[src/rtl/cmpx_pkg.sv]
package cmpx_pkg;
  typedef enum logic [1:0] {
    OP_CMP  = 2'd0,
    OP_EXTU = 2'd1,
    OP_EXTS = 2'd2,
    OP_NONE = 2'd3
  } op_e;

  typedef enum logic [1:0] {
    SZ_B    = 2'd0,
    SZ_W    = 2'd1,
    SZ_L    = 2'd2,
    SZ_NONE = 2'd3
  } size_e;

  localparam int unsigned FLAG_W = 5;
  localparam int unsigned FL_H = 4;
  localparam int unsigned FL_N = 3;
  localparam int unsigned FL_Z = 2;
  localparam int unsigned FL_V = 1;
  localparam int unsigned FL_C = 0;

  localparam logic [FLAG_W-1:0] MASK_ALL = 5'b11111;
  localparam logic [FLAG_W-1:0] MASK_EXT = 5'b01110;
endpackage

[src/rtl/cmpx_sub_flags.sv]
// Flags of a - b at one operand width; H is the borrow out of bit W-5.
module cmpx_sub_flags #(
  parameter int unsigned W = 8
) (
  input  logic [W-1:0] a_i,
  input  logic [W-1:0] b_i,
  output logic         h_o,
  output logic         n_o,
  output logic         z_o,
  output logic         v_o,
  output logic         c_o
);
  localparam int unsigned HB = W - 5;

  logic [W:0]    full_diff;
  logic [HB+1:0] half_diff;
  logic [W-1:0]  diff;

  always_comb begin
    full_diff = {1'b0, a_i} - {1'b0, b_i};
    half_diff = {1'b0, a_i[HB:0]} - {1'b0, b_i[HB:0]};
    diff      = full_diff[W-1:0];
    c_o       = full_diff[W];
    h_o       = half_diff[HB+1];
    n_o       = diff[W-1];
    z_o       = ~|diff;
    v_o       = (a_i[W-1] ^ b_i[W-1]) & (a_i[W-1] ^ diff[W-1]);
  end
endmodule

[src/rtl/cmpx_ext.sv]
// Upper-half fill for word (bits 15:8) or long (bits 31:16).
module cmpx_ext #(
  parameter int unsigned DW = 32
) (
  input  logic [DW-1:0] dst_i,
  input  logic          is_long_i,
  input  logic          sign_i,
  output logic [DW-1:0] res_o,
  output logic          n_o,
  output logic          z_o
);
  localparam int unsigned WW = DW / 2;
  localparam int unsigned BW = DW / 4;

  logic [BW-1:0] fill_w;
  logic [WW-1:0] fill_l;
  logic [DW-1:0] res_w;
  logic [DW-1:0] res_l;

  always_comb begin
    fill_w = sign_i ? {BW{dst_i[BW-1]}} : '0;
    fill_l = sign_i ? {WW{dst_i[WW-1]}} : '0;
    res_w  = {dst_i[DW-1:WW], fill_w, dst_i[BW-1:0]};
    res_l  = {fill_l, dst_i[WW-1:0]};
    res_o  = is_long_i ? res_l : res_w;
    // zero-extend always yields a non-negative value
    n_o    = sign_i & (is_long_i ? res_o[DW-1] : res_o[WW-1]);
    z_o    = is_long_i ? (res_o == '0) : (res_o[WW-1:0] == '0);
  end
endmodule

[src/rtl/cmpx_flag_unit.sv]
module cmpx_flag_unit
  import cmpx_pkg::*;
#(
  parameter int unsigned DW = 32
) (
  input  logic [1:0]        op_i,
  input  logic [1:0]        size_i,
  input  logic [DW-1:0]     dst_i,
  input  logic [DW-1:0]     src_i,
  output logic [DW-1:0]     res_o,
  output logic              res_we_o,
  output logic [FLAG_W-1:0] flags_o,
  output logic [FLAG_W-1:0] flag_mask_o
);
  localparam int unsigned BW     = DW / 4;
  localparam int unsigned N_SIZE = 3;

  logic [FLAG_W-1:0] cmp_fl [4];
  logic [DW-1:0]     ext_res;
  logic              ext_n;
  logic              ext_z;
  logic              ext_size_ok;
  logic              cmp_size_ok;

  for (genvar g = 0; g < N_SIZE; g++) begin : g_cmp
    localparam int unsigned SW = BW * (1 << g);
    logic h, n, z, v, c;
    cmpx_sub_flags #(.W(SW)) u_sub (
      .a_i (dst_i[SW-1:0]),
      .b_i (src_i[SW-1:0]),
      .h_o (h),
      .n_o (n),
      .z_o (z),
      .v_o (v),
      .c_o (c)
    );
    assign cmp_fl[g] = {h, n, z, v, c};
  end
  assign cmp_fl[3] = '0;

  cmpx_ext #(.DW(DW)) u_ext (
    .dst_i     (dst_i),
    .is_long_i (size_i == SZ_L),
    .sign_i    (op_i == OP_EXTS),
    .res_o     (ext_res),
    .n_o       (ext_n),
    .z_o       (ext_z)
  );

  assign cmp_size_ok = (size_i != SZ_NONE);
  assign ext_size_ok = (size_i == SZ_W) || (size_i == SZ_L);

  always_comb begin
    res_o       = dst_i;
    res_we_o    = 1'b0;
    flags_o     = '0;
    flag_mask_o = '0;
    unique case (op_e'(op_i))
      OP_CMP: begin
        if (cmp_size_ok) begin
          flags_o     = cmp_fl[size_i];
          flag_mask_o = MASK_ALL;
        end
      end
      OP_EXTU, OP_EXTS: begin
        if (ext_size_ok) begin
          res_o       = ext_res;
          res_we_o    = 1'b1;
          flags_o     = {1'b0, ext_n, ext_z, 1'b0, 1'b0};
          flag_mask_o = MASK_EXT;
        end
      end
      default: ;
    endcase
  end
endmodule

[config.mk]
export PLATFORM = sky130hd
export DESIGN_NAME = cmpx_flag_unit
export DESIGN_NICKNAME = d
export VERILOG_FILES = /design/src/rtl/cmpx_pkg.sv /design/src/rtl/cmpx_sub_flags.sv /design/src/rtl/cmpx_ext.sv /design/src/rtl/cmpx_flag_unit.sv
export SDC_FILE = /design/constraint.sdc
export NUM_CORES = 1
export LEC_CHECK = 0
export CAP_MARGIN = 40
export CORE_UTILIZATION = 29
export DETAILED_ROUTE_END_ITERATION = 6
export PLACE_DENSITY_LB_ADDON = 0.08
export SYNTH_ARGS = -nofsm -noshare
export SYNTH_HDL_FRONTEND = slang
export SYNTH_HIERARCHICAL = 1
export SYNTH_SLANG_ARGS = --single-unit
[constraint.sdc]
create_clock -name vclk -period 16.2
set_clock_uncertainty 0.15 [all_clocks]
set_input_delay 4.86 -clock vclk [all_inputs]
set_output_delay 4.86 -clock vclk [all_outputs]
set_load 0.03 [all_outputs]
==> metrics list <==
- Status: finished, final reports clean
- STA puts the critical path data required time at about 11 ns.
- Area of the mapped netlist: approximately 4400 um^2
- Min cycle time layout: 14.80 ns
* Kind of end point of the critical path: primary output
- Power spread over the standard cell area amounts to about 41 nW/um^2.
- Hold-critical path depth: 3
* Routed length per placed instance: around 16 um
- Starting utilization of the core area: 0.301
- Max transition margin: 0.539
- The tool flagged a number of max-cap violations equal to 0.
- Routability-driven placement congestion ratio: 0.861
* Final Net Count: 853
- The synthesized design spends more area on one cell type than any other, namely sky130_fd_sc_hd__ha_1.
- Cell breakdown of the critical path: clkdlybuf4s50_1 -> inv_1 -> fa_1 -> xnor2_1 -> a2111oi_0 -> o2111ai_1 -> a2111oi_2 -> nand4_1 -> nor4_1 -> o2111ai_1 -> nor4_1 -> o2111ai_1 -> nor4_2 -> mux2i_1 -> o21ai_0 -> a22o_1 -> clkdlybuf4s50_1
* Most common cell on crit path: sky130_fd_sc_hd__o2111ai_1
- Standard-cell row count: 44
* Number of distinct library cells after synthesis: 79
- IO Port Bufs: roughly 110
- Post-Synthesis Mean Instance Area: 7.03 um^2
* Critical Path Slowest Stage Cell: sky130_fd_sc_hd__clkdlybuf4s50_1
- From synthesis to final layout, the design area changed by 26.2%.
* Placeable Area: between 10000 and 15000 um^2
- Number of search-and-repair iterations in the first detailed-routing pass: 5
- Of the cells placed in the final design, the portion with a size suffix greater than 1 is 0.0904.
* Static power due to leakage: between 2 and 3 nW
- In this run, post-CTS repair resized a total of 0 instances.
- Hold Crit Class: in2out
* Synth top area share: 0.172
- Worst hold start: dst_i[21]
* Accumulated negative setup slack: 0 ns
- For this run, design rule violations remaining after detail routing come to 0.
- Clock buffer count in the final layout: 0
- First-pass GRT wire length: roughly 24000 um
- Leaving out fill and tap cells, the most frequent cell in the layout is sky130_fd_sc_hd__clkdlybuf4s50_1.
- Pin count of the biggest net entering global routing: 36
- Max Fanout on Critical Path: 9
- Total wire length: about 15000 um
* Reg area: 0 um^2
- Final setup violation count: 0
- There are 0 flip-flops and latches.
- In the routed layout, each cell is associated on average with a via count of 5.29.
- Floorplan die height: about 130 um
- Hold bufs inserted after CTS: 0
- In this design, the stage delay of the slowest critical-path cell is a little over 0.7 ns.
- Synthesized Nets: between 700 and 800
* Worst Path Arrival: approximately 9.8 ns
- Via count of the first global-routing pass: between 4k and 5k
- Highest clock frequency the design can meet: ~0.068 GHz
- Antenna violations before repair: 0
* Final ANT Viol Nets: 0
- about 110 I/O pins were placed.
- Fill cells: roughly 1.5k
- Dividing the final minimum period by the clock period gives 0.914.
- The routed layout has around 4.8k vias.
* Most used cells in the layout excluding fill and tap cells: sky130_fd_sc_hd__clkdlybuf4s50_1, sky130_fd_sc_hd__inv_1, sky130_fd_sc_hd__nand2_1
- Setup repair bufs after CTS: 0
* Horizontal extent of the die: roughly 130 um
* Grt ovf: 0
- Area of the die: around 16000 um^2
* Measured slew at the worst slew-check pin: 0.691 ns
- Setup repair after global routing left no endpoint under its margin.
- The detailed router finished its first iteration with between 200 and 300 violations.
- Category of the most critical setup path: in2out
- The critical path contains buffers and inverters numbering 3 combined.
* Final hold violation count: 0
- Worst hold margin: approximately 11 ns
- CP Launch Type: input port
- Of the synthesized area, sequential elements account for 0.
* Total number of yosys warnings: 6
* Antenna Diode Count: 0
- The path with the worst hold slack has its endpoint at res_o[21].
- In this design, the largest share of critical-path delay is due to compound AO/OA/AOI/OAI gates.
* Leading post-synthesis cells by cell area: sky130_fd_sc_hd__ha_1, sky130_fd_sc_hd__mux2_4, sky130_fd_sc_hd__inv_1, sky130_fd_sc_hd__a21oi_1, sky130_fd_sc_hd__nand2_1
- Max-slew violations: 0
* Post-Synthesis Cells: roughly 630
- Largest vdd supply drop: between 15 and 20 uV
* GRT Total Usage: 0.180
* Estimated wirelength of the detail-placed design: between 10000 and 15000 um
how the worst max path moves through the flow:
stage                         from          to  slack, ns  cells past startpoint
after floorplan           dst_i[0]  flags_o[2]       3.10                     16
after global placement    dst_i[1]  flags_o[2]       1.54                     17
after detailed placement  dst_i[1]  flags_o[2]       1.37                     17
after CTS                 dst_i[1]  flags_o[2]       1.35                     17
after global routing      dst_i[1]  flags_o[2]       0.80                     17
final                     dst_i[1]  flags_o[2]       1.40                     17
report_power, final:
group / internal, mW / switching [mW]
Combinational: 0.103 / 0.127
Clock: 0 / 0
Sequential: 0 / 0
per-layer routing:
layer  vias to the layer above  share of wire  global-route usage
li1                       2444              -                   -
met1                      2229           0.52               0.265
met2                       101           0.45               0.305
met3                         2          0.035             0.00595
met4                         0         0.0024             0.00425
met5                         -              0                   0
Yosys cell counts, types with 5 or more instances:
library cell,count
sky130_fd_sc_hd__xnor2_1,8
sky130_fd_sc_hd__o211ai_1,9
sky130_fd_sc_hd__nor2_1,38
sky130_fd_sc_hd__inv_1,97
sky130_fd_sc_hd__a21oi_2,5
sky130_fd_sc_hd__buf_4,12
sky130_fd_sc_hd__nand3_1,8
sky130_fd_sc_hd__a21oi_1,47
sky130_fd_sc_hd__a21o_1,13
sky130_fd_sc_hd__nand2_1,62
sky130_fd_sc_hd__ha_1,61
sky130_fd_sc_hd__a211oi_1,5
sky130_fd_sc_hd__o21ai_0,43
sky130_fd_sc_hd__mux2i_1,6
sky130_fd_sc_hd__nor3_1,22
sky130_fd_sc_hd__nor2b_1,10
sky130_fd_sc_hd__xor2_1,9
sky130_fd_sc_hd__buf_2,6
sky130_fd_sc_hd__nand4_1,7
sky130_fd_sc_hd__o2111ai_1,6
sky130_fd_sc_hd__o21ai_1,7
sky130_fd_sc_hd__nand2b_1,6
sky130_fd_sc_hd__mux2_2,9
sky130_fd_sc_hd__mux2_4,28
sky130_fd_sc_hd__o21a_1,9
sky130_fd_sc_hd__nor4_1,5
cells by family (layout without fill, tap and decap cells):
family,count (synthesis),count (layout),synth area share
AO/OA/AOI/OAI,197,197,0.309
buffers and inverters,125,211,0.124
adder cells (fa/ha/maj),64,64,0.185
AND/OR/NAND/NOR,186,186,0.215
multiplexers,44,44,0.133
XOR/XNOR,17,17,0.0335
through the flow:
stage	std cells	setup slack [ns]	instance area (um^2)	power, mW	util
6_report	903	1.40	5620	0.230	0.381
5_1_grt	903	0.804	5620	0.251	0.381
4_1_cts	903	1.35	5620	0.229	0.381
3_5_place_dp	903	1.37	5620	0.228	0.381
3_3_place_gp	903	1.54	5620	0.227	0.381
2_1_floorplan	633	3.10	4450	0.158	-
area by class of cell:
class,instances,area (um^2),area share
Timing Repair Buffer,112,1120,0.199
Inverter,99,372,0.0662
Multi-Input combinational cell,508,3890,0.694
Tap cell,184,230,0.0410
No activity file was read; power rests on OpenSTA's default activity.
